$ cat src/rtl/i2c_conv_slave.sv
module i2c_conv_slave #(
  parameter int CONV_CYCLES = 2000,
  parameter int RES_W = 32,
  parameter int CFG_W = 8,
  parameter logic [CFG_W-1:0] CFG_DEFAULT = 8'hC0,
  parameter logic [6:0] GLOBAL_ADDR = 7'h77,
  parameter logic [62:0] ADDR_TABLE = {7'h34, 7'h27, 7'h26, 7'h25, 7'h24,
                                       7'h17, 7'h16, 7'h15, 7'h14}
) (
  input  logic             clk,
  input  logic             rst_n,
  input  logic             scl_i,
  input  logic             sda_i,
  output logic             sda_oe,
  input  logic [1:0]       pin_a,
  input  logic [1:0]       pin_b,
  input  logic [RES_W-1:0] result_i,
  input  logic             cfg_load,
  input  logic [CFG_W-1:0] cfg_data,
  output logic [CFG_W-1:0] cfg_o,
  output logic             busy_o
);
  localparam int CW = $clog2(CONV_CYCLES + 1);
  localparam int NBYTES = RES_W / 8;
  localparam int BCW = $clog2(NBYTES + 1);

  typedef enum logic [2:0] {S_IDLE, S_ADDR, S_ADEC, S_ACKA, S_SEND, S_MACK, S_SKIP} bus_t;
  typedef enum logic [1:0] {P_CONV, P_SLEEP, P_OUT} phase_t;

  bus_t             st;
  phase_t           phase;
  logic [CW-1:0]    cnt;
  logic [RES_W-1:0] res_q, dsh;
  logic [7:0]       shreg;
  logic [2:0]       bitc;
  logic [BCW-1:0]   bytec;
  logic             oe_q, mnak;
  logic             scl_q, scl_p, sda_q, sda_p;
  logic [6:0]       dev_addr;
  logic [CFG_W-1:0] cfg_q;

  logic [1:0] code_a, code_b;
  logic [3:0] sel_idx;
  assign code_a  = (pin_a == 2'd3) ? 2'd2 : pin_a;
  assign code_b  = (pin_b == 2'd3) ? 2'd2 : pin_b;
  assign sel_idx = {2'b00, code_b} * 4'd3 + {2'b00, code_a};

  always_ff @(posedge clk)
    if (!rst_n) dev_addr <= ADDR_TABLE[7*sel_idx +: 7];

  always_ff @(posedge clk or negedge rst_n)
    if (!rst_n) begin
      scl_q <= 1'b1; scl_p <= 1'b1; sda_q <= 1'b1; sda_p <= 1'b1;
    end else begin
      scl_q <= scl_i; scl_p <= scl_q; sda_q <= sda_i; sda_p <= sda_q;
    end

  logic scl_rise, scl_fall, start_ev, stop_ev, bus_ev, match, last_bit, last_byte;
  logic enter_out, end_out;
  assign scl_rise  = scl_q & ~scl_p;
  assign scl_fall  = ~scl_q & scl_p;
  assign start_ev  = scl_q & scl_p & sda_p & ~sda_q;
  assign stop_ev   = scl_q & scl_p & ~sda_p & sda_q;
  assign bus_ev    = (start_ev | stop_ev) & (st != S_SEND);
  assign match     = (shreg[7:1] == dev_addr) || (shreg[7:1] == GLOBAL_ADDR);
  assign last_bit  = (bitc == 3'd7);
  assign last_byte = (bytec == BCW'(NBYTES));
  assign enter_out = (st == S_ACKA) && scl_fall;
  assign end_out   = (phase == P_OUT) &&
                     ((bus_ev && st == S_MACK) ||
                      (!bus_ev && st == S_SEND && scl_fall && last_bit && last_byte) ||
                      (!bus_ev && st == S_MACK && scl_fall && mnak));

  always_ff @(posedge clk or negedge rst_n)
    if (!rst_n) begin
      phase <= P_CONV;
      cnt   <= CW'(CONV_CYCLES - 1);
      res_q <= '0;
    end else if (phase == P_CONV) begin
      if (cnt == '0) begin
        phase <= P_SLEEP;
        res_q <= result_i;
      end else begin
        cnt <= cnt - 1'b1;
      end
    end else if (phase == P_SLEEP && enter_out) begin
      phase <= P_OUT;
    end else if (end_out) begin
      phase <= P_CONV;
      cnt   <= CW'(CONV_CYCLES - 1);
    end

  always_ff @(posedge clk or negedge rst_n)
    if (!rst_n) begin
      st <= S_IDLE; oe_q <= 1'b0; mnak <= 1'b0;
      shreg <= '0; dsh <= '0; bitc <= '0; bytec <= '0;
    end else if (bus_ev) begin
      oe_q <= 1'b0;
      bitc <= '0;
      st   <= start_ev ? S_ADDR : S_IDLE;
    end else begin
      case (st)
        S_ADDR: if (scl_rise) begin
          shreg <= {shreg[6:0], sda_q};
          bitc  <= bitc + 1'b1;
          if (last_bit) st <= S_ADEC;
        end
        S_ADEC: if (scl_fall) begin
          if (match && shreg[0] && phase == P_SLEEP) begin
            oe_q <= 1'b1;
            st   <= S_ACKA;
          end else begin
            st <= S_SKIP;
          end
        end
        S_ACKA: if (scl_fall) begin
          dsh   <= res_q;
          oe_q  <= ~res_q[RES_W-1];
          bitc  <= '0;
          bytec <= BCW'(1);
          st    <= S_SEND;
        end
        S_SEND: if (scl_fall) begin
          if (last_bit) begin
            oe_q <= 1'b0;
            if (last_byte) st <= S_SKIP;
            else begin
              bytec <= bytec + 1'b1;
              st    <= S_MACK;
            end
          end else begin
            dsh  <= dsh << 1;
            oe_q <= ~dsh[RES_W-2];
          end
          bitc <= bitc + 1'b1;
        end
        S_MACK: begin
          if (scl_rise) mnak <= sda_q;
          if (scl_fall) begin
            if (mnak) st <= S_SKIP;
            else begin
              dsh  <= dsh << 1;
              oe_q <= ~dsh[RES_W-2];
              bitc <= '0;
              st   <= S_SEND;
            end
          end
        end
        default: ;
      endcase
    end

  always_ff @(posedge clk or negedge rst_n)
    if (!rst_n) cfg_q <= CFG_DEFAULT;
    else if (cfg_load) cfg_q <= cfg_data;

  assign sda_oe = oe_q;
  assign busy_o = (phase == P_CONV);
  assign cfg_o  = cfg_q;

  assert_drive_window_R6: assert property (@(posedge clk) disable iff (!rst_n)
    sda_oe |-> (st == S_ACKA || st == S_SEND));

  assert_ack_only_asleep_R4: assert property (@(posedge clk) disable iff (!rst_n)
    (st == S_ACKA) |-> (phase == P_SLEEP));

  assert_output_ends_in_conv_R7: assert property (@(posedge clk) disable iff (!rst_n)
    ($past(phase) == P_OUT && phase != P_OUT) |-> busy_o);

  assert_sleep_from_conv_R2: assert property (@(posedge clk) disable iff (!rst_n)
    (phase == P_SLEEP && $past(phase) != P_SLEEP) |-> ($past(phase) == P_CONV));

  assert_cfg_hold_R10: assert property (@(posedge clk) disable iff (!rst_n)
    !$past(cfg_load) |-> $stable(cfg_o));

  assert_addr_fixed_R9: assert property (@(posedge clk) disable iff (!rst_n)
    $stable(dev_addr));
endmodule

$ cat config.mk
export PLATFORM = sky130hd
export DESIGN_NAME = i2c_conv_slave
export DESIGN_NICKNAME = d
export VERILOG_FILES = /design/src/rtl/i2c_conv_slave.sv
export SDC_FILE = /design/constraint.sdc
export NUM_CORES = 1
export LEC_CHECK = 0
export BUFFER_PORTS_ARGS = -buffer_cell sky130_fd_sc_hd__buf_2
export CORE_ASPECT_RATIO = 1.1
export CORE_MARGIN = 5
export CORE_UTILIZATION = 49
export DETAILED_ROUTE_END_ITERATION = 8
export PLACE_DENSITY = 0.76
export RECOVER_POWER = 50
export SETUP_SLACK_MARGIN = 0.3
export SKIP_CTS_REPAIR_TIMING = 1
export SLEW_MARGIN = 20
export SYNTH_ARGS = -nofsm -noshare
export SYNTH_HDL_FRONTEND = slang
export SYNTH_SLANG_ARGS = --single-unit
$ cat constraint.sdc
create_clock -name clk -period 3.3 [get_ports clk]
set_clock_uncertainty 0.1 [all_clocks]
set_input_delay 0.495 -clock clk [delete_from_list [all_inputs] [get_ports clk]]
set_output_delay 0.495 -clock clk [all_outputs]
set_load 0.01 [all_outputs]
==> key figures, run 1 <==
Synthesis
  • Fraction of registers with async set/reset: 95.5%
  • Synth area leaders: dfrtp_1 (42%), mux2_4 (7.9%), dfstp_2 (7.1%)
  • Register bit total from synthesis: 112
  • Most common cell in the synthesized netlist: dfrtp_1
  • Yosys top cell by area: dfrtp_1
  • Register area share after synthesis: 51.6%
  • Ys Warns: 0
  • Synth Net Count: 531
  • Syn_area_per_cell: 11.7 sq um
  • Top post-synthesis cells by count: dfrtp_1 (92), nor2_1 (43), a21oi_1 (38)
  • Distinct cells, synth: 58
  • Synthesized cell area: 5520 sq um
  • Share of the synthesized area in the top cell type: 41.7%
  • Post-synth EDFFs: 5
  • Cells after Synth: 472
  • Most used DFF post-synth: dfrtp_1

Critical path
  • CP arrival: 3.08 ns
  • Crit path kind: reg2reg
  • Crit-path max cell delay: 0.56 ns
  • Worst R2R End: res_q[1]$_DFFE_PN0P_
  • Top cell by count, worst path: or4_4
  • Worst Reg-to-Reg Cells: 6
  • Crit path launch: cnt[5]$_DFFE_PN0P_
  • Crit. End Element: flop
  • CP max-delay cell: or4_4
  • CP max FO: 16
  • Critical Path RT: 3.43 ns
  • CP Cell Sequence: or4_4 -> or3_4 -> or3_1 -> or4_4 -> clkbuf_16 -> mux2_4
  • Worst setup path endpoint: res_q[1]$_DFFE_PN0P_
  • Critical path launch point type: flop
  • R2R Path Start: cnt[5]$_DFFE_PN0P_
  • Worst R2R Setup Slack: 0.35 ns

Drt
  • Vias: 3710
  • DRT iter0 DRCs: 181
  • Vias per cell: 5.51
  • Antenna-violating nets left: 0
  • First-pass detailed-route iteration total: 4
  • Final wirelength: 10200 um
  • Average wire per standard cell: 15.2 um
  • DR DRC count: 0

Clock network
  • H-tree levels: 3
  • Worst-path clk slew: 0.07 ns
  • Clock root cell: clkbuf_16
  • Clock Sinks: 112
  • Later-pin clock latency in the skew report: 0.35 ns
  • CTS Buf Count: 9
  • Clk buf depth: 2
  • CTS tree: yes

Floorplan
  • Io pins: 59
  • Row cnt: 40
  • Starting Density: 50.4%
  • DIE WIDTH: 111 um
  • DIE HEIGHT: 121 um
  • Die area: 13500 sq um
  • Standard cell core area: 11000 sq um

Placed design
  • Placer Congestion: 0.890
  • Detailed placement HPWL: 6970 um
  • Placed Area: 5910 sq um
  • Worst slack at placement: 0.254 ns
  • DP Cell Count: 655
  • Count of input and output buffers: 58

Final layout
  • Filler Cells Inserted: 920
  • Area of the multi-input gates: 2460 sq um
  • Register Area: 2850 sq um
  • Final core utilization: 57.2%
  • Final #Nets: 580
  • ANT cells: 0
  • Share of cells above drive strength 1: 29.3%
  • Final instance area: 6260 sq um
  • Area delta synth->final: 13.5%
  • Final non-filler cell total: 673

Power and ir drop
  • Final Power: 5.06 mW
  • Leakage power: 2.77 nW
  • Worst VDD drop: 0.419 mV
  • PD cells: 807 nW/um^2

Timing
  • F_max: 340 MHz
  • Worst-Margin Slew: 1.59 ns
  • Post-layout minimum cycle time: 2.95 ns
  • Final setup viols: 0
  • RSZ-0062 raised after global routing: no
  • Max Transition Viols Final: 27
  • Worst Hold Margin: 0.152 ns
  • Final Hold Fails: 0
  • Worst setup margin: 0.354 ns
  • Setup TNS: 0 ns
  • Rel. slew slack: -5.92%
  • Period utilisation layout: 89.3%

GRT
  • Congestion Overflow GR: 0
  • Total track usage: 15.9%
  • Largest net degree at the start of global routing: 83
  • Vias in the first global route: 3759
  • Antenna violations before repair: 0
  • First-pass GRT wire length: 17800 um

Worst hold path
  • Min-Delay Path Class: in2reg

Job
  • Max_cap viols: 1

Status
  • Status: finished with violations
  • Failing checks: capacitance limit, slew limit
[where the power goes]
group	internal, mW	leakage (nW)	switching, mW
logic	0.840	1.28	0.689
clock network	0.690	0.163	0.491
registers	1.94	1.33	0.407
[cell usage in the layout (no fill, tap or decap), drive strengths merged, types with 11 or more instances in the layout]
cell / count
dfrtp: 92
buf: 55
mux2: 55
nor2: 43
a21oi: 38
mux2i: 33
clkbuf: 20
nand2: 18
inv: 16
dfstp: 15
o21ai: 11
[flip-flops by register name, summed over array words and instances, names as in the netlist]
| register | cells |
|---|---|
| cfg_o | 8 |
| res_q | 32 |
| cnt | 11 |
| bitc | 3 |
| dev_addr | 5 |
| bytec | 3 |
| mnak | 1 |
| sda_p | 1 |
| dsh | 31 |
| scl_q | 1 |
| sda_oe | 1 |
| sda_q | 1 |
| shreg | 8 |
| phase | 2 |
| st | 3 |
| scl_p | 1 |
[cell type report]
type                    count  share of cell area (%)
clock buffers              10                    3.81
clock inverters             6                    1.46
inverters                  15                   0.899
multi-input cells         317                    39.3
flip-flops and latches    112                    45.4
well taps                 147                    2.94
repair buffers             66                    6.13
[worst min path at each step]
stage | startpoint | slack [ns] | end | cells past startpoint
after floorplan | rst_n | 0.1 | bitc[0]$_DFFE_PN0P_ | 0
after global placement | scl_q$_DFF_PN1_ | 0.30 | scl_p$_DFF_PN1_ | 0
after detailed placement | scl_q$_DFF_PN1_ | 0.30 | scl_p$_DFF_PN1_ | 0
after CTS | rst_n | -0.03 | res_q[10]$_DFFE_PN0P_ | 1
after global routing | sda_i | 0.14 | sda_q$_DFF_PN1_ | 1
final | sda_i | 0.15 | sda_q$_DFF_PN1_ | 1
[kinds of logic after synthesis]
family / Yosys count / share of synthesized area (%)
AOI/OAI and AO/OA: 82 / 9.13
xor gates and xnor gates: 6 / 0.952
adders and majority gates: 11 / 2.58
buffers and inverters: 43 / 3.94
DFF: 112 / 51.6
muxes: 88 / 19.2
and+or+nand+nor: 130 / 12.6
[routing by layer]
metal	part of all wire [%]	GRT usage (%)	vias to the layer above	wire length, um
met4	2.0	7.68	0	208
met2	50	25.3	75	5090
met3	3.7	2.54	20	378
met5	0	0	-	0
li1	-	-	1798	-
met1	44	21.4	1817	4540
[critical path, delay by kind of cell (launching register included)]
kind	cells	cell delay (ns)
flip-flops	1	0.41
AND/OR/NAND/NOR	4	1.79
buffers and inverters	1	0.23
multiplexers	1	0.30
(Power assumes the default switching activity.)
==> inputs of run 2 (changes only) <==
Settings changed: GPL_TIMING_DRIVEN set to 0, HOLD_SLACK_MARGIN set to 0.12.
==> run 2 against run 1 <==
Compared with the run above: the flow now finishes without violations; worst setup slack worse by 0.0098 ns; clock power is essentially flat; sequential power down 3%; sequential cell count did not move; first-iteration DRC count is 10% lower; sequential share of layout area fell by 0.65 points; global-route usage about the same; critical endpoint is now res_q[28]$_DFFE_PN0P_; final cell count grew 3.3%; design area up 1.5%; largest cell class unchanged; register-to-register slack about the same; power up 1.2%; combinational power up 9.8%.
==> key figures, run 2 (synthesis gave the netlist of run 1 again) <==
Drt
  • DR DRC count: 0 (unchanged)
  • Antenna-violating nets left: 0 (unchanged)
  • DRT iter0 DRCs: 162 (was 181)
  • Vias per cell: 5.41 (was 5.51)
  • Vias: 3763 (was 3710)
  • First-pass detailed-route iteration total: 4 (unchanged)
  • Average wire per standard cell: 15.3 um (was 15.2 um)
  • Final wirelength: 10600 um (was 10200 um)

Timing
  • Max Transition Viols Final: 0 (was 27)
  • Period utilisation layout: 89.6% (was 89.3%)
  • Final Hold Fails: 0 (unchanged)
  • Final setup viols: 0 (unchanged)
  • RSZ-0062 raised after global routing: no (unchanged)
  • Worst-Margin Slew: 1.22 ns (was 1.59 ns)
  • F_max: 338 MHz (was 340 MHz)
  • Post-layout minimum cycle time: 2.96 ns (was 2.95 ns)
  • Rel. slew slack: 18.8% (was -5.92%)
  • Setup TNS: 0 ns (unchanged)

Clock network
  • Clock root cell: clkbuf_16 (unchanged)
  • Later-pin clock latency in the skew report: 0.34 ns (was 0.35 ns)
  • H-tree levels: 3 (unchanged)
  • Worst-path clk slew: 0.07 ns (about the same)
  • CTS tree: yes (unchanged)
  • Clk buf depth: 2 (unchanged)
  • CTS Buf Count: 9 (unchanged)
  • Clock Sinks: 112 (unchanged)

Floorplan
  • Io pins: 59 (unchanged)
  • Die area: 13500 sq um (unchanged)
  • Row cnt: 40 (unchanged)
  • Starting Density: 50.4% (unchanged)
  • DIE WIDTH: 111 um (unchanged)
  • DIE HEIGHT: 121 um (unchanged)
  • Standard cell core area: 11000 sq um (unchanged)

Critical path
  • Worst R2R End: res_q[28]$_DFFE_PN0P_ (was res_q[1]$_DFFE_PN0P_)
  • CP max FO: 10 (was 16)
  • Crit path kind: reg2reg (unchanged)
  • CP max-delay cell: or4_4 (unchanged)
  • Worst Reg-to-Reg Cells: 7 (was 6)
  • Top cell by count, worst path: or4_4 (unchanged)
  • R2R Path Start: cnt[5]$_DFFE_PN0P_ (unchanged)
  • Worst R2R Setup Slack: 0.34 ns (was 0.35 ns)
  • CP arrival: 3.09 ns (was 3.08 ns)
  • CP Cell Sequence: or4_4 -> or3_4 -> or3_1 -> or4_4 -> buf_6 -> buf_12 -> mux2_4 (was or4_4 -> or3_4 -> or3_1 -> or4_4 -> clkbuf_16 -> mux2_4)
  • Critical Path RT: 3.43 ns (about the same)
  • Crit. End Element: flop (unchanged)
  • Crit-path max cell delay: 0.57 ns (was 0.56 ns)
  • Critical path launch point type: flop (unchanged)

GRT
  • Total track usage: 15.9% (about the same)
  • Largest net degree at the start of global routing: 63 (was 83)
  • Antenna violations before repair: 0 (unchanged)
  • First-pass GRT wire length: 17900 um (was 17800 um)
  • Congestion Overflow GR: 0 (unchanged)
  • Vias in the first global route: 3909 (was 3759)

Final layout
  • Share of cells above drive strength 1: 27.9% (was 29.3%)
  • Final non-filler cell total: 695 (was 673)
  • Largest register FFs: 32 (unchanged)
  • Filler Cells Inserted: 872 (was 920)
  • Final #Nets: 602 (was 580)
  • Area delta synth->final: 15.1% (was 13.5%)
  • ANT cells: 0 (unchanged)
  • Area of the multi-input gates: 2460 sq um (about the same)
  • Commonest cells after routing, fill and taps aside: dfrtp_1 (92), buf_2 (49), nor2_1 (43) (unchanged)
  • Register Area: 2850 sq um (unchanged)
  • Regs by FF count: res_q: 32 flops, dsh: 31 flops, cnt: 11 flops (unchanged)
  • Most flops, register: res_q (unchanged)
  • Commonest non-fill, non-tap cell in the layout: dfrtp_1 (unchanged)

Placed design
  • Placer Congestion: 0.874 (was 0.890)
  • Count of input and output buffers: 57 (was 58)
  • DP Cell Count: 677 (was 655)
  • Detailed placement HPWL: 7570 um (was 6970 um)

Job
  • Max_cap viols: 0 (was 1)

Worst hold path
  • Hold Crit Start: sda_i (unchanged)
  • Hold Path Depth: 1 (unchanged)
  • Min-Delay Path Class: in2reg (unchanged)
  • Worst Hold Path EP: sda_q$_DFF_PN1_ (unchanged)

Power and ir drop
  • Leakage power: 2.81 nW (was 2.77 nW)
  • PD cells: 805 nW/um^2 (was 807 nW/um^2)
  • Worst VDD drop: 0.446 mV (was 0.419 mV)
  • Final Power: 5.12 mW (was 5.06 mW)

Status
  • Status: finished, final reports clean (was finished with violations)
[run 2: cell types whose count changed in the layout (fill, tap and decap cells not counted), moves of 2 or more]
cell / previous run / this run
inv_6: 1 / 3
clkbuf_1: 9 / 28
clkbuf_2: 0 / 2
buf_1: 0 / 2
buf_4: 4 / 1
[run 2: cell type report]
cell class | instances | area share [%]
repair buffers | 60 | 5.06
well taps | 147 | 2.89
clock inverters | 7 | 1.57
plain buffers | 28 | 2.56
inverters | 15 | 0.886
clock buffers | 9 | 3.54
flip-flops and latches | 112 | 44.8
multi-input cells | 317 | 38.7
[run 2: power breakdown]
part	total (mW)	switching [mW]	internal, mW	leakage [nW]
Clock	1.17	0.500	0.674	0.161
Combinational	1.68	0.811	0.865	1.31
Sequential	2.27	0.328	1.94	1.33
Total	5.12	1.64	3.48	2.81
[run 2: through the flow]
| step | instance area (sq um) | util [%] | hold WS, ns | worst slack, ns |
|---|---|---|---|---|
| 2_1_floorplan | 5520 | - | 0.0994 | 0.467 |
| 3_3_place_gp | 5990 | 54.6 | 0.298 | 0.100 |
| 3_5_place_dp | 6020 | 55.0 | 0.300 | 0.356 |
| 4_1_cts | 6350 | 57.9 | -0.0216 | 0.330 |
| 5_1_grt | 6360 | 58.0 | 0.143 | 0.289 |
| 6_report | 6360 | 58.0 | 0.152 | 0.345 |
[run 2: critical path, delay by kind of cell, from the launching register on]
kind | cells | cell delay [ns]
buf+inv | 2 | 0.31
flops | 1 | 0.40
simple gates | 4 | 1.73
mux | 1 | 0.29
[run 2: worst max path at each step]
stage / end / startpoint / slack, ns / cells after the start
2_1_floorplan: res_q[0]$_DFFE_PN0P_ / cnt[5]$_DFFE_PN0P_ / 0.47 / 7
3_3_place_gp: dev_addr[5]$_DFFE_PN_ / rst_n / 0.10 / 2
3_5_place_dp: res_q[13]$_DFFE_PN0P_ / cnt[5]$_DFFE_PN0P_ / 0.36 / 7
4_1_cts: res_q[24]$_DFFE_PN0P_ / cnt[5]$_DFFE_PN0P_ / 0.33 / 7
5_1_grt: res_q[28]$_DFFE_PN0P_ / cnt[5]$_DFFE_PN0P_ / 0.29 / 7
6_report: res_q[28]$_DFFE_PN0P_ / cnt[5]$_DFFE_PN0P_ / 0.34 / 7
[run 2: per-layer routing]
metal  part of all wire, %  vias up  GRT usage, %
met5                     0        -             0
met4                  0.93        0          5.63
met3                   2.7        7          2.19
met2                    51       66          27.9
met1                    45     1862          20.1
li1                      -     1828             -
==> inputs of run 3 (changes only) <==
Settings changed: CORE_UTILIZATION 49 to 33, PLACE_DENSITY 0.76 to 0.58.
==> run 3 against run 2 <==
Compared with the run above: core utilization fell by 19 points; critical path depth is the same; worst hold slack got worse by 0.0038 ns; non-clock buffer count increased by 2; design area increased by 1.6%; final cell count up 8.5%.
==> key figures, run 3 (synthesis gave the netlist of run 1 again) <==
Timing
  • Final setup viols: 0 (unchanged)
  • Worst setup margin: 0.336 ns (was 0.345 ns)
  • Post-layout minimum cycle time: 2.96 ns (about the same)
  • RSZ-0062 raised after global routing: no (unchanged)
  • F_max: 337 MHz (was 338 MHz)
  • Worst-Margin Slew: 0.741 ns (was 1.22 ns)
  • Period utilisation layout: 89.8% (was 89.6%)
  • Setup TNS: 0 ns (unchanged)
  • Rel. slew slack: 50.6% (was 18.8%)
  • Max Transition Viols Final: 0 (unchanged)
  • Final Hold Fails: 0 (unchanged)

Drt
  • DR DRC count: 0 (unchanged)
  • Vias per cell: 4.96 (was 5.41)
  • WL met2: 5240 um (was 5440 um)
  • Vias: 3742 (was 3763)
  • Metal-1 WL: 5040 um (was 4780 um)
  • Antenna-violating nets left: 0 (unchanged)
  • Final wirelength: 10900 um (was 10600 um)
  • Average wire per standard cell: 14.4 um (was 15.3 um)
  • Routed wl met3: 481 um (was 290 um)
  • Top routing layer used: met4 (unchanged)
  • First-pass detailed-route iteration total: 4 (unchanged)
  • DRT iter0 DRCs: 223 (was 162)

Critical path
  • Critical Path RT: 3.44 ns (was 3.43 ns)
  • Worst R2R Setup Slack: 0.34 ns (about the same)
  • Crit. End Element: flop (unchanged)
  • CP max FO: 10 (unchanged)
  • CP arrival: 3.10 ns (was 3.09 ns)
  • Crit path kind: reg2reg (unchanged)
  • Critical path launch point type: flop (unchanged)

Clock network
  • H-tree levels: 3 (unchanged)
  • CTS tree: yes (unchanged)
  • Clock root cell: clkbuf_16 (unchanged)
  • Clock Sinks: 112 (unchanged)
  • Later-pin clock latency in the skew report: 0.35 ns (was 0.34 ns)
  • CTS Buf Count: 9 (unchanged)
  • Clk buf depth: 2 (unchanged)
  • Worst-path clk slew: 0.07 ns (about the same)

Floorplan
  • Io pins: 59 (unchanged)
  • DIE WIDTH: 133 um (was 111 um)
  • Starting Density: 33.7% (was 50.4%)
  • Die area: 19400 sq um (was 13500 sq um)
  • Standard cell core area: 16400 sq um (was 11000 sq um)
  • DIE HEIGHT: 146 um (was 121 um)
  • Row cnt: 49 (was 40)

Final layout
  • ANT cells: 0 (unchanged)
  • Regs by FF count: res_q: 32 flops, dsh: 31 flops, cnt: 11 flops (unchanged)
  • Final #Nets: 604 (was 602)
  • Filler Cells Inserted: 1545 (was 872)
  • Commonest cells after routing, fill and taps aside: dfrtp_1 (92), buf_2 (54), nor2_1 (42) (was dfrtp_1 (92), buf_2 (49), nor2_1 (43))
  • Most flops, register: res_q (unchanged)
  • Area delta synth->final: 16.9% (was 15.1%)
  • Largest register FFs: 32 (unchanged)
  • Commonest non-fill, non-tap cell in the layout: dfrtp_1 (unchanged)
  • Share of cells above drive strength 1: 28.9% (was 27.9%)

Placed design
  • Worst slack at placement: 0.338 ns (was 0.356 ns)
  • Count of input and output buffers: 57 (unchanged)
  • Detailed placement HPWL: 7800 um (was 7570 um)
  • Placer Congestion: 0.811 (was 0.874)

Worst hold path
  • Min-Delay Path Class: in2reg (unchanged)

Power and ir drop
  • PD cells: 798 nW/um^2 (was 805 nW/um^2)
  • Worst VDD drop: 0.473 mV (was 0.446 mV)
  • Leakage power: 2.83 nW (was 2.81 nW)

GRT
  • First-pass GRT wire length: 18800 um (was 17900 um)
  • Vias in the first global route: 3858 (was 3909)
  • Largest net degree at the start of global routing: 76 (was 63)
  • Antenna violations before repair: 0 (unchanged)
  • Congestion Overflow GR: 0 (unchanged)
  • Total track usage: 11.6% (was 15.9%)

Job
  • Max_cap viols: 0 (unchanged)

Status
  • Status: finished, final reports clean (unchanged)
-- run 3: metrics by stage --
stage               utilization, %  hold slack, ns  total power [mW]  cells  area [sq um]
floorplan                        -          0.0994              3.52    472          5520
global placement              37.0           0.301              3.87    733          6060
detailed placement            37.2           0.294              3.96    734          6090
CTS                           39.2         -0.0775              5.19    750          6420
global route                  39.4           0.131              5.53    754          6450
finish                        39.4           0.148              5.15    754          6450
-- run 3: critical path: stages, from the launching register on --
cell,delay [ns]
dfrtp_1,0.40
or4_4,0.55
or3_4,0.35
or3_1,0.38
or4_1,0.44
buf_6,0.17
buf_12,0.15
mux2_4,0.30
-- run 3: layout make-up --
cell class	instances	area, sq um	share of cell area [%]
well taps	204	255	3.95
plain buffers	28	163	2.52
flip-flops and latches	112	2850	44.1
clock buffers	10	229	3.55
clock inverters	6	97.6	1.51
multi-input cells	317	2460	38.1
repair buffers	62	349	5.41
inverters	15	56.3	0.872
-- run 3: worst paths after layout --
path,startpoint,endpoint,depth (start not counted)
min in group asynchronous,rst_n,dsh[13]$_DFFE_PN0P_,2
worst min-delay path,sda_i,sda_q$_DFF_PN1_,1
max in group asynchronous,rst_n,scl_q$_DFF_PN1_,3
worst max-delay path,cnt[5]$_DFFE_PN0P_,res_q[8]$_DFFE_PN0P_,7
worst min register to register,sda_q$_DFF_PN1_,sda_p$_DFF_PN1_,0
worst max register to register,cnt[5]$_DFFE_PN0P_,res_q[8]$_DFFE_PN0P_,7
-- run 3: layer usage --
metal | up-vias | global-route usage (%)
met2 | 70 | 18.5
met1 | 1824 | 15.3
li1 | 1840 | -
met5 | - | 0
met4 | 0 | 2.98
met3 | 8 | 3.87
-- run 3: report_power, final --
part | internal [mW] | total, mW | switching (mW)
combinational | 0.879 | 1.68 | 0.801
sequential | 1.94 | 2.28 | 0.337
clock | 0.680 | 1.19 | 0.514
